===== src/rtl/qsq_pkg.sv =====
package qsq_pkg;

    typedef enum logic [2:0] {
        ST_IDLE,
        ST_FETCH,
        ST_HALTED,
        ST_SCK_LO,
        ST_SCK_HI,
        ST_STORE,
        ST_DELAY
    } qsq_state_e;

    localparam int FLAG_FIN   = 0;
    localparam int FLAG_FAULT = 1;
    localparam int FLAG_HALT  = 2;
    localparam int NUM_FLAGS  = 3;

endpackage


===== src/rtl/qsq_mem.sv =====
module qsq_mem #(
    parameter int IDX_W  = 5,
    parameter int DATA_W = 16,
    parameter int CMD_W  = 8
) (
    input  logic              clk,
    input  logic              host_we,
    input  logic              host_sel_tx,
    input  logic [IDX_W-1:0]  host_addr,
    input  logic [DATA_W-1:0] host_wdata,
    input  logic [IDX_W-1:0]  seq_idx,
    output logic [CMD_W-1:0]  seq_cmd,
    output logic [DATA_W-1:0] seq_tx,
    input  logic              seq_rx_we,
    input  logic [DATA_W-1:0] seq_rx_word,
    input  logic [IDX_W-1:0]  host_rx_addr,
    output logic [DATA_W-1:0] host_rx_data
);
    localparam int DEPTH = 1 << IDX_W;

    logic [CMD_W-1:0]  cmd_tab [DEPTH];
    logic [DATA_W-1:0] tx_tab  [DEPTH];
    logic [DATA_W-1:0] rx_tab  [DEPTH];

    always_ff @(posedge clk) begin
        if (host_we && !host_sel_tx) begin
            cmd_tab[host_addr] <= host_wdata[CMD_W-1:0];
        end
        if (host_we && host_sel_tx) begin
            tx_tab[host_addr] <= host_wdata;
        end
        if (seq_rx_we) begin
            rx_tab[seq_idx] <= seq_rx_word;
        end
    end

    assign seq_cmd      = cmd_tab[seq_idx];
    assign seq_tx       = tx_tab[seq_idx];
    assign host_rx_data = rx_tab[host_rx_addr];

endmodule


===== src/rtl/qsq_flags.sv =====
module qsq_flags
    import qsq_pkg::*;
(
    input  logic                 clk,
    input  logic                 rst_n,
    input  logic [NUM_FLAGS-1:0] set_vec,
    input  logic [NUM_FLAGS-1:0] clr_vec,
    input  logic                 halt_ie,
    input  logic                 fin_ie,
    output logic [NUM_FLAGS-1:0] flag_q,
    output logic                 irq
);
    // A set event in the same cycle wins over a clear.
    for (genvar g = 0; g < NUM_FLAGS; g++) begin : g_flag
        always_ff @(posedge clk or negedge rst_n) begin
            if (!rst_n) begin
                flag_q[g] <= 1'b0;
            end else begin
                flag_q[g] <= set_vec[g] | (flag_q[g] & ~clr_vec[g]);
            end
        end
    end

    assign irq = (halt_ie & (flag_q[FLAG_HALT] | flag_q[FLAG_FAULT]))
               | (fin_ie & flag_q[FLAG_FIN]);

endmodule


===== src/rtl/qsq_seq.sv =====
module qsq_seq
    import qsq_pkg::*;
#(
    parameter int IDX_W    = 5,
    parameter int DATA_W   = 16,
    parameter int CMD_W    = 8,
    parameter int SCK_HALF = 2,
    parameter int DLY_CYC  = 4
) (
    input  logic              clk,
    input  logic              rst_n,
    input  logic              en_set,
    input  logic [IDX_W-1:0]  start_ptr,
    input  logic [IDX_W-1:0]  end_ptr,
    input  logic              wrap_en,
    input  logic              halt_req,
    input  logic              freeze,
    input  logic              freeze_en,
    input  logic              ss_in_n,
    input  logic              miso,
    input  logic [CMD_W-1:0]  cmd,
    input  logic [DATA_W-1:0] tx_word,
    output logic [IDX_W-1:0]  cur_idx,
    output logic              rx_we,
    output logic [DATA_W-1:0] rx_word,
    output logic              sck,
    output logic              mosi,
    output logic              ss_n_o,
    output logic              enabled,
    output logic [IDX_W-1:0]  cmp_ptr,
    output logic              set_fin,
    output logic              set_fault,
    output logic              set_halt
);
    localparam int LEN_W       = $clog2(DATA_W) + 1;
    localparam int BC_W        = $clog2(DATA_W + 1);
    localparam int HC_W        = (SCK_HALF > 1) ? $clog2(SCK_HALF) : 1;
    localparam int DC_W        = (DLY_CYC > 1) ? $clog2(DLY_CYC) : 1;
    localparam int BIT_NOSTORE = CMD_W - 3;
    localparam int BIT_KEEP    = CMD_W - 2;
    localparam int BIT_DELAY   = CMD_W - 1;

    qsq_state_e state, state_nx;

    logic              en_q;
    logic [IDX_W-1:0]  ptr;
    logic [IDX_W-1:0]  cptr;
    logic [DATA_W-1:0] tx_sh;
    logic [DATA_W-1:0] rx_sh;
    logic [BC_W-1:0]   bits_left;
    logic [HC_W-1:0]   hcnt;
    logic [DC_W-1:0]   dcnt;
    logic              keep_q;
    logic              dly_q;
    logic              nostore_q;
    logic              hold_q;
    logic              sel_on;

    logic              fault;
    logic              halt_c;
    logic              last;
    logic              half_end;
    logic [LEN_W-1:0]  len_f;
    logic [BC_W-1:0]   nbits;

    assign fault    = en_q && !ss_in_n;
    assign halt_c   = halt_req || (freeze && freeze_en);
    assign last     = (ptr == end_ptr);
    assign half_end = (hcnt == HC_W'(SCK_HALF - 1));
    assign len_f    = cmd[LEN_W-1:0];

    always_comb begin
        if (len_f == '0 || int'(len_f) > DATA_W) begin
            nbits = BC_W'(DATA_W);
        end else begin
            nbits = BC_W'(len_f);
        end
    end

    // next-state logic
    always_comb begin
        state_nx = state;
        unique case (state)
            ST_IDLE:   if (en_q) state_nx = ST_FETCH;
            ST_FETCH:  state_nx = halt_c ? ST_HALTED : ST_SCK_LO;
            ST_HALTED: if (!halt_c) state_nx = ST_FETCH;
            ST_SCK_LO: if (half_end) state_nx = ST_SCK_HI;
            ST_SCK_HI: begin
                if (half_end) begin
                    state_nx = (bits_left == BC_W'(1)) ? ST_STORE : ST_SCK_LO;
                end
            end
            ST_STORE: begin
                if (last && !wrap_en)   state_nx = ST_IDLE;
                else if (dly_q)         state_nx = ST_DELAY;
                else                    state_nx = ST_FETCH;
            end
            ST_DELAY:  if (dcnt == DC_W'(DLY_CYC - 1)) state_nx = ST_FETCH;
            default:   state_nx = ST_IDLE;
        endcase
        if (fault) state_nx = ST_IDLE;
    end

    // state register
    always_ff @(posedge clk or negedge rst_n) begin
        if (!rst_n) state <= ST_IDLE;
        else        state <= state_nx;
    end

    // outputs decoded from the state
    always_comb begin
        sck      = 1'b0;
        mosi     = 1'b0;
        sel_on   = 1'b0;
        rx_we    = 1'b0;
        set_fin  = 1'b0;
        set_halt = 1'b0;
        unique case (state)
            ST_SCK_LO: begin
                sel_on = 1'b1;
                mosi   = tx_sh[DATA_W-1];
            end
            ST_SCK_HI: begin
                sel_on = 1'b1;
                sck    = 1'b1;
                mosi   = tx_sh[DATA_W-1];
            end
            ST_STORE: begin
                sel_on  = 1'b1;
                rx_we   = !fault && !nostore_q;
                set_fin = !fault && last;
            end
            ST_FETCH: begin
                sel_on   = hold_q;
                set_halt = !fault && halt_c;
            end
            ST_DELAY:  sel_on = hold_q;
            default: ;
        endcase
    end

    assign ss_n_o    = ~sel_on;
    assign set_fault = fault;
    assign cur_idx   = ptr;
    assign rx_word   = rx_sh;
    assign enabled   = en_q;
    assign cmp_ptr   = cptr;

    // pointers, shifters and counters
    always_ff @(posedge clk or negedge rst_n) begin
        if (!rst_n) begin
            en_q      <= 1'b0;
            ptr       <= '0;
            cptr      <= '0;
            tx_sh     <= '0;
            rx_sh     <= '0;
            bits_left <= '0;
            hcnt      <= '0;
            dcnt      <= '0;
            keep_q    <= 1'b0;
            dly_q     <= 1'b0;
            nostore_q <= 1'b0;
            hold_q    <= 1'b0;
        end else if (fault) begin
            en_q   <= 1'b0;
            hold_q <= 1'b0;
        end else begin
            if (en_set) en_q <= 1'b1;
            unique case (state)
                ST_IDLE: begin
                    hold_q <= 1'b0;
                    if (en_q) ptr <= start_ptr;
                end
                ST_FETCH: begin
                    if (halt_c) begin
                        hold_q <= 1'b0;
                    end else begin
                        tx_sh     <= tx_word << (DATA_W - int'(nbits));
                        rx_sh     <= '0;
                        bits_left <= nbits;
                        hcnt      <= '0;
                        keep_q    <= cmd[BIT_KEEP];
                        dly_q     <= cmd[BIT_DELAY];
                        nostore_q <= cmd[BIT_NOSTORE];
                    end
                end
                ST_SCK_LO: begin
                    if (half_end) begin
                        hcnt  <= '0;
                        rx_sh <= {rx_sh[DATA_W-2:0], miso};
                    end else begin
                        hcnt <= hcnt + 1'b1;
                    end
                end
                ST_SCK_HI: begin
                    if (half_end) begin
                        hcnt      <= '0;
                        tx_sh     <= tx_sh << 1;
                        bits_left <= bits_left - 1'b1;
                    end else begin
                        hcnt <= hcnt + 1'b1;
                    end
                end
                ST_STORE: begin
                    cptr   <= ptr;
                    hold_q <= keep_q;
                    dcnt   <= '0;
                    if (last) begin
                        if (wrap_en) begin
                            ptr <= start_ptr;
                        end else begin
                            en_q   <= 1'b0;
                            hold_q <= 1'b0;
                        end
                    end else begin
                        ptr <= ptr + 1'b1;
                    end
                end
                ST_DELAY: dcnt <= dcnt + 1'b1;
                default: ;
            endcase
        end
    end

endmodule


===== src/rtl/qsq_top.sv =====
module qsq_top
    import qsq_pkg::*;
#(
    parameter int IDX_W    = 5,
    parameter int DATA_W   = 16,
    parameter int CMD_W    = 8,
    parameter int SCK_HALF = 2,
    parameter int DLY_CYC  = 4
) (
    input  logic              clk,
    input  logic              rst_n,
    input  logic              mem_we,
    input  logic              mem_sel_tx,
    input  logic [IDX_W-1:0]  mem_addr,
    input  logic [DATA_W-1:0] mem_wdata,
    input  logic [IDX_W-1:0]  rx_addr,
    output logic [DATA_W-1:0] rx_rdata,
    input  logic              en_set,
    input  logic [IDX_W-1:0]  start_ptr,
    input  logic [IDX_W-1:0]  end_ptr,
    input  logic              wrap_en,
    input  logic              halt_req,
    input  logic              freeze,
    input  logic              freeze_en,
    input  logic              halt_ie,
    input  logic              fin_ie,
    input  logic [2:0]        flag_clr,
    input  logic              ss_in_n,
    input  logic              miso,
    output logic              sck,
    output logic              mosi,
    output logic              ss_n_o,
    output logic              enabled,
    output logic              done_flag,
    output logic              fault_flag,
    output logic              halt_ack,
    output logic [IDX_W-1:0]  cmp_ptr,
    output logic              irq
);
    logic [IDX_W-1:0]     cur_idx;
    logic [CMD_W-1:0]     cur_cmd;
    logic [DATA_W-1:0]    cur_tx;
    logic                 rx_we;
    logic [DATA_W-1:0]    rx_word;
    logic                 set_fin, set_fault, set_halt;
    logic [NUM_FLAGS-1:0] set_vec, flag_q;

    qsq_mem #(.IDX_W(IDX_W), .DATA_W(DATA_W), .CMD_W(CMD_W)) u_mem (
        .clk          (clk),
        .host_we      (mem_we),
        .host_sel_tx  (mem_sel_tx),
        .host_addr    (mem_addr),
        .host_wdata   (mem_wdata),
        .seq_idx      (cur_idx),
        .seq_cmd      (cur_cmd),
        .seq_tx       (cur_tx),
        .seq_rx_we    (rx_we),
        .seq_rx_word  (rx_word),
        .host_rx_addr (rx_addr),
        .host_rx_data (rx_rdata)
    );

    qsq_seq #(
        .IDX_W(IDX_W), .DATA_W(DATA_W), .CMD_W(CMD_W),
        .SCK_HALF(SCK_HALF), .DLY_CYC(DLY_CYC)
    ) u_seq (
        .clk       (clk),
        .rst_n     (rst_n),
        .en_set    (en_set),
        .start_ptr (start_ptr),
        .end_ptr   (end_ptr),
        .wrap_en   (wrap_en),
        .halt_req  (halt_req),
        .freeze    (freeze),
        .freeze_en (freeze_en),
        .ss_in_n   (ss_in_n),
        .miso      (miso),
        .cmd       (cur_cmd),
        .tx_word   (cur_tx),
        .cur_idx   (cur_idx),
        .rx_we     (rx_we),
        .rx_word   (rx_word),
        .sck       (sck),
        .mosi      (mosi),
        .ss_n_o    (ss_n_o),
        .enabled   (enabled),
        .cmp_ptr   (cmp_ptr),
        .set_fin   (set_fin),
        .set_fault (set_fault),
        .set_halt  (set_halt)
    );

    always_comb begin
        set_vec             = '0;
        set_vec[FLAG_FIN]   = set_fin;
        set_vec[FLAG_FAULT] = set_fault;
        set_vec[FLAG_HALT]  = set_halt;
    end

    qsq_flags u_flags (
        .clk     (clk),
        .rst_n   (rst_n),
        .set_vec (set_vec),
        .clr_vec (flag_clr),
        .halt_ie (halt_ie),
        .fin_ie  (fin_ie),
        .flag_q  (flag_q),
        .irq     (irq)
    );

    assign done_flag  = flag_q[FLAG_FIN];
    assign fault_flag = flag_q[FLAG_FAULT];
    assign halt_ack   = flag_q[FLAG_HALT];

endmodule


===== config.mk =====
export PLATFORM = sky130hd
export DESIGN_NAME = qsq_top
export DESIGN_NICKNAME = d
export VERILOG_FILES = /design/src/rtl/qsq_pkg.sv /design/src/rtl/qsq_mem.sv /design/src/rtl/qsq_flags.sv /design/src/rtl/qsq_seq.sv /design/src/rtl/qsq_top.sv
export SDC_FILE = /design/constraint.sdc
export NUM_CORES = 1
export LEC_CHECK = 0
export ABC_AREA = 1
export BUFFER_PORTS_ARGS = -buffer_cell sky130_fd_sc_hd__buf_2
export CORE_ASPECT_RATIO = 1.25
export CORE_MARGIN = 4
export CORE_UTILIZATION = 40
export DETAILED_ROUTE_END_ITERATION = 8
export PLACE_DENSITY_LB_ADDON = 0.1
export SYNTH_ARGS = -nofsm -noshare
export SYNTH_HDL_FRONTEND = slang
export SYNTH_SLANG_ARGS = --single-unit
export TNS_END_PERCENT = 30

===== constraint.sdc =====
create_clock -name clk -period 6.5 [get_ports clk]
set_clock_uncertainty 0.2 [all_clocks]
set_input_delay 1.95 -clock clk [delete_from_list [all_inputs] [get_ports clk]]
set_output_delay 1.95 -clock clk [all_outputs]
set_load 0.05 [all_outputs]

# [Word-level counts from Yosys, hierarchy flattened]
# Memory sizes are Yosys's and may differ from the RTL's.
# Index checks and enable logic that the tools add are counted.
[word_totals] register_bits=61 latch_bits=0 mem_bits_rw=1280 romBits=0 word_cells=148 n_memories=3
[memory_table] name="u_mem.rx_tab" depth=32 width=16 read_ports=1 rd_clocked_by_memory_dff=0 write_ports=1 line_no="qsq_mem.sv:23" text="logic [DATA_W-1:0] rx_tab [DEPTH];"
[memory_table] name="u_mem.tx_tab" depth=32 width=16 read_ports=1 rd_clocked_by_memory_dff=0 write_ports=1 line_no="qsq_mem.sv:22" text="logic [DATA_W-1:0] tx_tab [DEPTH];"
[memory_table] name="u_mem.cmd_tab" depth=32 width=8 read_ports=1 rd_clocked_by_memory_dff=0 write_ports=1 line_no="qsq_mem.sv:21" text="logic [CMD_W-1:0] cmd_tab [DEPTH];"
[op_classes] n_addsub=5 mul=0 div_mod_pow=0 n_lt_le_gt_ge=1 n_eq_ne=20 shifts=1 muxes=51 n_bitwise=16 reduce_logical=35
[op_table] op="$mux W16" count=4
[op_table] op="$pmux W16 S2" count=2
[op_table] op="$shl A16 B32 Y16" count=1
[op_table] op="$mux W5" count=6
[op_table] op="$mux W3" count=9
[op_table] op="$mux W1" count=23
[op_table] op="$pmux W3 S7" count=1
[op_table] op="$pmux W5 S2" count=2
[op_table] op="$ne A3 B1 Y1 const B" count=5
[op_table] op="$reduce_and A4 Y1" count=3
[op_table] op="$reduce_bool A2 Y1" count=5
[op_table] op="$eq A3 B3 Y1 const B" count=3
[op_table] op="$logic_and A1 B1 Y1" count=8
[op_table] op="$eq A3 B2 Y1 const B" count=2
[op_table] op="$ne A2 B1 Y1 const B" count=3
[op_table] op="$not A1 Y1" count=6
[op_table] op="$reduce_and A2 Y1" count=3
[op_table] op="$reduce_and A3 Y1" count=2
[op_table] op="$sub A5 B5 Y6 const A" count=1
[op_table] op="$add A5 B1 Y5 const B" count=1
[op_table] op="$and A1 B1 Y1" count=5
[op_table] op="$eq A5 B1 Y1 const B" count=1
[op_table] op="$eq A5 B5 Y1" count=1
[op_table] op="$gt A5 B5 Y1 const B" count=1
[op_table] op="20 further kinds" count=31

# [Logic depth before layout (Yosys ltp)]
# Gate-level depths: netlist of the first run.
# An unclocked memory read counts as a cell.
[logic_depth] ltp_word=8 mapped_depth=29

# [Modules after synthesis]
# Synthesis of the first run repeated with hierarchy kept, for this count alone.
[unflattened] hier_cells=4625 hier_area_um2=54094.4
[by_module_without_submodules] mod="qsq_mem" n_inst=1 cells_per_inst=4094 area_each_um2=50191.9 seq_area_each_um2=38436.9
[by_module_without_submodules] mod="qsq_seq" n_inst=1 cells_per_inst=519 area_each_um2=3769.9 seq_area_each_um2=1451.4
[by_module_without_submodules] mod="qsq_flags" n_inst=1 cells_per_inst=12 area_each_um2=132.6 seq_area_each_um2=75.1

# [Least setup slack after synthesis of the first run]
# No wires, ideal clock.
[synth_timing] path_type="input port to output port" from="input rx_addr[0]" to="output rx_rdata[13]" arrival_time_ns=4.044 path_slack_ns=0.306 cell_stages=9 path_cell_list="clkbuf_1 > clkbuf_1 > clkbuf_1 > nor2_1 > o22ai_1 > nor2_1 > nor2_1 > o21ai_0 > a32oi_1"
[synth_via] elab_chain_cells=1
[synth_lines] item="start: declaration" line_no="qsq_top.sv:16" text="input logic [IDX_W-1:0] rx_addr,"
[synth_lines] item="$mem_v2 Z32 W16"
[synth_lines] item="end: declaration" line_no="qsq_top.sv:17" text="output logic [DATA_W-1:0] rx_rdata,"
# Every way passes these cells.

# [Worst setup path after layout of the first run]
[layout_timing] from="input rx_addr[1]" to="output rx_rdata[11]"
# Same word-level chain as after synthesis.

==> metrics.yaml, run 1 <==
grt_antenna_before_repair: 3
cts_htree_levels: 4
io_buffers: 80
cp_common_cell: "sky130_fd_sc_hd__o21ai_0"
synthTopCellsByArea: "sky130_fd_sc_hd__edfxtp_1 (71%), sky130_fd_sc_hd__nand2_1 (5.3%), sky130_fd_sc_hd__o21ai_0 (3.7%)"
worstMarginPinSlew_ns: 1.207
dp_hpwl_um: 91970
cts_made_buffers: 141
worst-setup-path-type: "in -> out"
start_util: 0.4024
cell_area_after_synthesis_mm2: 0.05452
grt_use_met1: 0.2790
status: "finished clean"
detail-route-antenna-nets: 0
synth-seq-cells: 1341
worst_slew_margin_rel: 0.1933
gr-usage-met2: 0.3893
numClockSinks: 1341
p_per_area_mw_per_mm2: 422.2
vias_in_the_first_global_route: 33827
synth.most_common_cell: "sky130_fd_sc_hd__edfxtp_1"
synth_nets: 4438
clock_path_buffers: 3
async_reset_ff_frac: 0.04549
cts.hold.buffers_added: 0
worst_path_largest_cell_delay_ns: 0.36
tns_ns: 0
worstPathMaxFanout: 40
coreArea_mm2: 0.1355
postLayoutSetupSlackWorst_ns: 0.2002
cts_resized: 0
io_pins: 81
synth_common_cells: "sky130_fd_sc_hd__edfxtp_1 (1,280), sky130_fd_sc_hd__nand2_1 (766), sky130_fd_sc_hd__nor2_1 (521)"
syn_avg_cell_area_um2: 12.46
power.leakage_nw: 21.41
synth_top_flop_cell: "sky130_fd_sc_hd__edfxtp_1"
avgViaCountPerCell: 5.473
timing.critical_path.slowest_stage_cell: "sky130_fd_sc_hd__o21ai_0"
worst_skew_pair.late_latency_ns: 0.77
drt_first_pass_iters: 6
area.growth.synth_to_final_pct: 13.62
synthCells: 4377
final_period_minus_worst_setup_slack_ns: 6.300
share_of_the_clock_period_used_by_the_worst_path: 0.9692
cts_tree: "built"
maxCapViolations: 0
hold_path_class: "reg -> reg"
globalplace.congestion: 0.8466
gr-usage-all-layers: 0.2176
grt_start_max_net_pins: 156
vias: 34841
met3_resource_use_gr: 0.02760
iteration_0_drc_markers: 2863
design.die.area_mm2: 0.1423
reg2reg_depth: 19
die_x_um: 338.2
path_cells: "buf_4, inv_4, buf_12, o21ai_0, o22ai_1, o21ai_0, o21ai_0, buf_4, nor2_1, a31oi_1, buf_2"
maxClockFrequency_mhz: 158.7
critPathRequiredTime_ns: 4.35
layout.nets: 4557
grt_busiest_layer: "met2"
grt_setup_unrepaired: "no"
startpoint_type: "primary input"
finish.utilization: 0.4573
cts.reportedPaths.clkPinSlew_ns: 0.06
std_cell_rows: 151
vdd_drop_max_v: 0.0004473
place_worst_setup_slack_ns: 0.2186
worst_hold_stages: 1
netlist.top_cell.by_area: "sky130_fd_sc_hd__edfxtp_1"
timing_max_transition_violations_final: 0
chipHeight_um: 420.8
setup-violations-final: 0
critical_path_arrival_ns: 4.15
final-hold-violation-count: 0
post-cts-setup-buffers: 0
cp-end-kind: "output port"
drive_gt1_frac: 0.1158
finalNonFillerCells: 6366
globalRouteOverflowTotal: 0
routed_wirelength_um: 156300
synth.lib_cells_used.distinct: 47
dpl_cells: 6112
route.detailed.drc: 0
synth-edff-count: 1280
post-synth-top-area-fraction: 0.7050
wl_per_cell_um: 24.56
grt_pass1_wl_um: 231500
synth.yosys.warnings: 0
synth.yosys.seq_area_share: 0.7330
clock_tree.root_cell: "sky130_fd_sc_hd__clkbuf_16"
==> path summary, 6_finish.rpt <==
check	startpoint	end	slack [ns]
setup / recovery	rx_addr[1]	rx_rdata[11]	0.20
hold / removal	u_seq.dcnt[0]	u_seq.dcnt[0]	0.28
setup reg to reg	u_seq.cur_idx[1]	u_seq.tx_sh[15]	0.86
hold reg to reg	u_seq.dcnt[0]	u_seq.dcnt[0]	0.28
max in group asynchronous	rst_n	u_seq.tx_sh[12]	4.07
min in group asynchronous	rst_n	u_flags.flag_q[2]	1.15
==> registers in the layout, summed over array words and instances (netlist names) <==
| register | cells |
|---|---|
| u_seq.tx_sh | 16 |
| u_mem.cmd_tab | 256 |
| u_mem.tx_tab | 512 |
| u_seq.dly_q | 1 |
| u_flags.flag_q | 3 |
| u_seq.bits_left | 5 |
| u_seq.rx_word | 16 |
| u_seq.cur_idx | 5 |
| u_seq.nostore_q | 1 |
| u_seq.dcnt | 2 |
| u_seq.cmp_ptr | 5 |
| u_seq.state | 3 |
| u_seq.half_end | 1 |
| u_seq.keep_q | 1 |
| u_mem.rx_tab | 512 |
| u_seq.enabled | 1 |
| u_seq.hold_q | 1 |
==> metal layers <==
metal	vias to the layer above	part of all wire
li1	16214	-
met1	17570	0.42
met2	856	0.51
met3	199	0.042
met4	2	0.024
met5	-	0.000083
==> cell families after synthesis <==
| family | after synthesis | synth area share |
|---|---|---|
| xor gates and xnor gates | 6 | 0.0009639 |
| adders and majority gates | 9 | 0.002066 |
| DFF | 1341 | 0.7330 |
| AOI/OAI and AO/OA | 979 | 0.1085 |
| buffers and inverters | 453 | 0.03658 |
| and+or+nand+nor | 1589 | 0.1188 |
==> worst max-delay path, delay by kind of cell <==
kind | cells | cell delay [ns]
buffers and inverters | 5 | 1.20
AOI/OAI and AO/OA | 5 | 0.92
and+or+nand+nor | 1 | 0.04
==> layout make-up <==
class | count | area, um^2
Multi-Input combinational cell | 2583 | 12740
Clock buffer | 184 | 3804
Clock inverter | 67 | 531.8
Antenna cell | 3 | 7.507
Timing Repair Buffer | 256 | 2006
Fill cell | 12284 | 73520
Inverter | 173 | 674.4
Tap cell | 1759 | 2201
Sequential cell | 1341 | 39970
==> through the flow <==
stage | hold slack, ns | area (um^2) | power (mW)
floorplan | 0.2497 | 54520 | 16.18
global placement | 0.2662 | 57600 | 18.68
detailed placement | 0.2686 | 57600 | 18.71
CTS | 0.2843 | 61940 | 26.39
global route | 0.3024 | 61940 | 27.69
finish | 0.2773 | 61940 | 26.15
==> where the power goes <==
part | switching, mW | internal (mW)
Combinational | 6.26 | 2.44
Sequential | 0.181 | 9.61
Clock | 3.33 | 4.34
Total | 9.77 | 16.4
==> placed cells by master (no fill, tap or decap), types with 40 or more instances in the layout <==
cell type and instances:
sky130_fd_sc_hd__a21oi_1 216, sky130_fd_sc_hd__a22oi_1 40, sky130_fd_sc_hd__buf_2 73, sky130_fd_sc_hd__buf_4 161, sky130_fd_sc_hd__clkbuf_16 144, sky130_fd_sc_hd__dfrtp_1 56, sky130_fd_sc_hd__edfxtp_1 1280, sky130_fd_sc_hd__inv_1 160
sky130_fd_sc_hd__nand2_1 765, sky130_fd_sc_hd__nand3_1 206, sky130_fd_sc_hd__nor2_1 490, sky130_fd_sc_hd__o21ai_0 398, sky130_fd_sc_hd__o221ai_1 102, sky130_fd_sc_hd__o22ai_1 88
(Power assumes the default switching activity.)
==> inputs of run 2 (changes only) <==
==> constraint.sdc (replaced) <==
create_clock -name clk -period 6.5 [get_ports clk]
set_clock_uncertainty 0.2 [all_clocks]
set_input_delay 0.325 -clock clk [delete_from_list [all_inputs] [get_ports clk]]
set_output_delay 0.325 -clock clk [all_outputs]
set_load 0.05 [all_outputs]
==> metrics.yaml, run 2 (synthesis results as in run 1) <==
multi_input_comb_area_mm2: 0.01276
coreArea_mm2: 0.1355
design.die.area_mm2: 0.1423
detail-route-antenna-nets: 0
worst-setup-path-type: "reg -> reg"
clock_path_buffers: 3
timing_max_transition_violations_final: 0
tns_ns: 0
layout.nets: 4540
globalplace.congestion: 0.8782
mostFrequentLayoutCell: "sky130_fd_sc_hd__edfxtp_1"
route.detailed.drc: 0
die_x_um: 338.2
std_cell_rows: 151
final.fill_count: 12310
worst_slew_margin_rel: 0.1841
power.leakage_nw: 21.27
final-hold-violation-count: 0
cp-end-kind: "register"
globalRouteOverflowTotal: 0
status: "finished clean"
start_util: 0.4024
crit_path_start: "u_seq.cur_idx[0]"
p_per_area_mw_per_mm2: 423.6
final_period_minus_worst_setup_slack_ns: 5.372
cts.reportedPaths.clkPinSlew_ns: 0.06
hold_path_class: "in -> reg"
worstPathMaxFanout: 180
ff_latch_area_mm2: 0.03997
r2r-start: "u_seq.cur_idx[0]"
maxCapViolations: 0
min-delay-start: "mem_wdata[0]"
antenna_cells: 0
gr-usage-all-layers: 0.2217
wl_per_cell_um: 25.23
biggestRegsByFlops: "u_mem.rx_tab (512), u_mem.tx_tab (512), u_mem.cmd_tab (256)"
vias: 34955
numClockSinks: 1341
grt_pass1_wl_um: 234800
cts_tree: "built"
cts_resized: 0
critPathRequiredTime_ns: 6.95
fin_worst_hold_slack_ns: 0.06637
vdd_drop_max_v: 0.0005966
final_cell_mix: "sky130_fd_sc_hd__edfxtp_1 (1,280), sky130_fd_sc_hd__nand2_1 (765), sky130_fd_sc_hd__nor2_1 (490)"
io_pins: 81
io_buffers: 80
post-cts-setup-buffers: 0
avgViaCountPerCell: 5.510
setup-violations-final: 0
grt_setup_unrepaired: "no"
vias_in_the_first_global_route: 34045
grt_antenna_before_repair: 1
maxClockFrequency_mhz: 186.1
clock_tree.root_cell: "sky130_fd_sc_hd__clkbuf_16"
chipHeight_um: 420.8
cts_made_buffers: 141
share_of_the_clock_period_used_by_the_worst_path: 0.8265
final_area_mm2: 0.06177
area.growth.synth_to_final_pct: 13.31
drt_first_pass_iters: 5
critical_path_arrival_ns: 5.82
routed_wirelength_um: 160100
worst_skew_pair.late_latency_ns: 0.76
dp_hpwl_um: 90750
worstMarginPinSlew_ns: 1.224
iteration_0_drc_markers: 3010
cts_htree_levels: 4
startpoint_type: "register"
grt_start_max_net_pins: 181
drive_gt1_frac: 0.1053
placement.cell_area_mm2: 0.05702
## run 2: cell count changes in the layout (fill, tap and decap cells not counted), sizes merged
cell / previous run / this run
dlygate4sd3: 0 / 32
inv: 180 / 172
buf: 256 / 207
clkinv: 53 / 55
bufinv: 5 / 9
diode: 3 / 0
## run 2: critical path, cell delays in order, from the launching register on
cell	delay, ns
sky130_fd_sc_hd__dfrtp_4	0.46
sky130_fd_sc_hd__buf_12	0.55
sky130_fd_sc_hd__nand2_1	0.13
sky130_fd_sc_hd__nand3_1	0.12
sky130_fd_sc_hd__nand2_1	0.07
sky130_fd_sc_hd__nand2_1	0.06
sky130_fd_sc_hd__nand2_1	0.08
sky130_fd_sc_hd__nor2_1	0.25
sky130_fd_sc_hd__nand2_1	0.13
sky130_fd_sc_hd__or4_1	0.54
sky130_fd_sc_hd__ha_1	0.28
sky130_fd_sc_hd__inv_1	0.16
sky130_fd_sc_hd__nand2_2	0.32
sky130_fd_sc_hd__ha_1	0.60
sky130_fd_sc_hd__inv_1	0.46
sky130_fd_sc_hd__nand3_1	0.21
sky130_fd_sc_hd__nand3_1	0.14
sky130_fd_sc_hd__nand2_1	0.10
sky130_fd_sc_hd__nand2_1	0.07
sky130_fd_sc_hd__nand2_1	0.05
sky130_fd_sc_hd__nand2_1	0.05
sky130_fd_sc_hd__nand2_1	0.05
## run 2: through the flow
step             util  worst slack (ns)  total power [mW]  cells
2_1_floorplan       -             2.074             16.18   4377
3_3_place_gp   0.4209             1.304             18.50   6063
3_5_place_dp   0.4209             1.233             18.47   6063
4_1_cts        0.4560             1.221             26.35   6344
5_1_grt        0.4560            0.7076             27.59   6344
6_report       0.4560             1.128             26.17   6344
## run 2: cell type report
type,instances,share of cell area
well taps,1759,0.03563
clock buffers,184,0.06247
multi-input cells,2583,0.2066
clock inverters,65,0.009277
repair buffers,239,0.02805
inverters,173,0.01094
flip-flops and latches,1341,0.6471
## run 2: worst paths after layout
kind	cells past startpoint	endpoint	slack, ns
worst max-delay path	21	u_seq.tx_sh[15]	1.13
worst min-delay path	2	u_mem.cmd_tab[26][0]	0.07
worst max register to register	21	u_seq.tx_sh[15]	1.13
worst min register to register	2	u_seq.cmp_ptr[0]	0.28
max in group asynchronous	3	u_seq.cur_idx[1]	5.36
min in group asynchronous	3	u_flags.flag_q[2]	0.10
## run 2: per-layer routing
layer | track usage | vias up | share of wire
met2 | 0.3896 | 889 | 0.51
met1 | 0.2907 | 17717 | 0.43
li1 | - | 16157 | -
met5 | 0 | - | 0
met3 | 0.02706 | 192 | 0.042
met4 | 0.06421 | 0 | 0.024
## run 2: timing repair
item                                    in CTS  in global routing
endpoints found under the setup margin       0                  0
hold endpoints to repair                   369                  0
hold buffers                                32                  0
## run 2: power breakdown
group          total, mW  leakage, nW  internal [mW]  switching, mW
sequential          9.77         12.4           9.61          0.156
combinational       8.56         6.68           2.39           6.16
clock               7.84         2.17           4.53           3.31
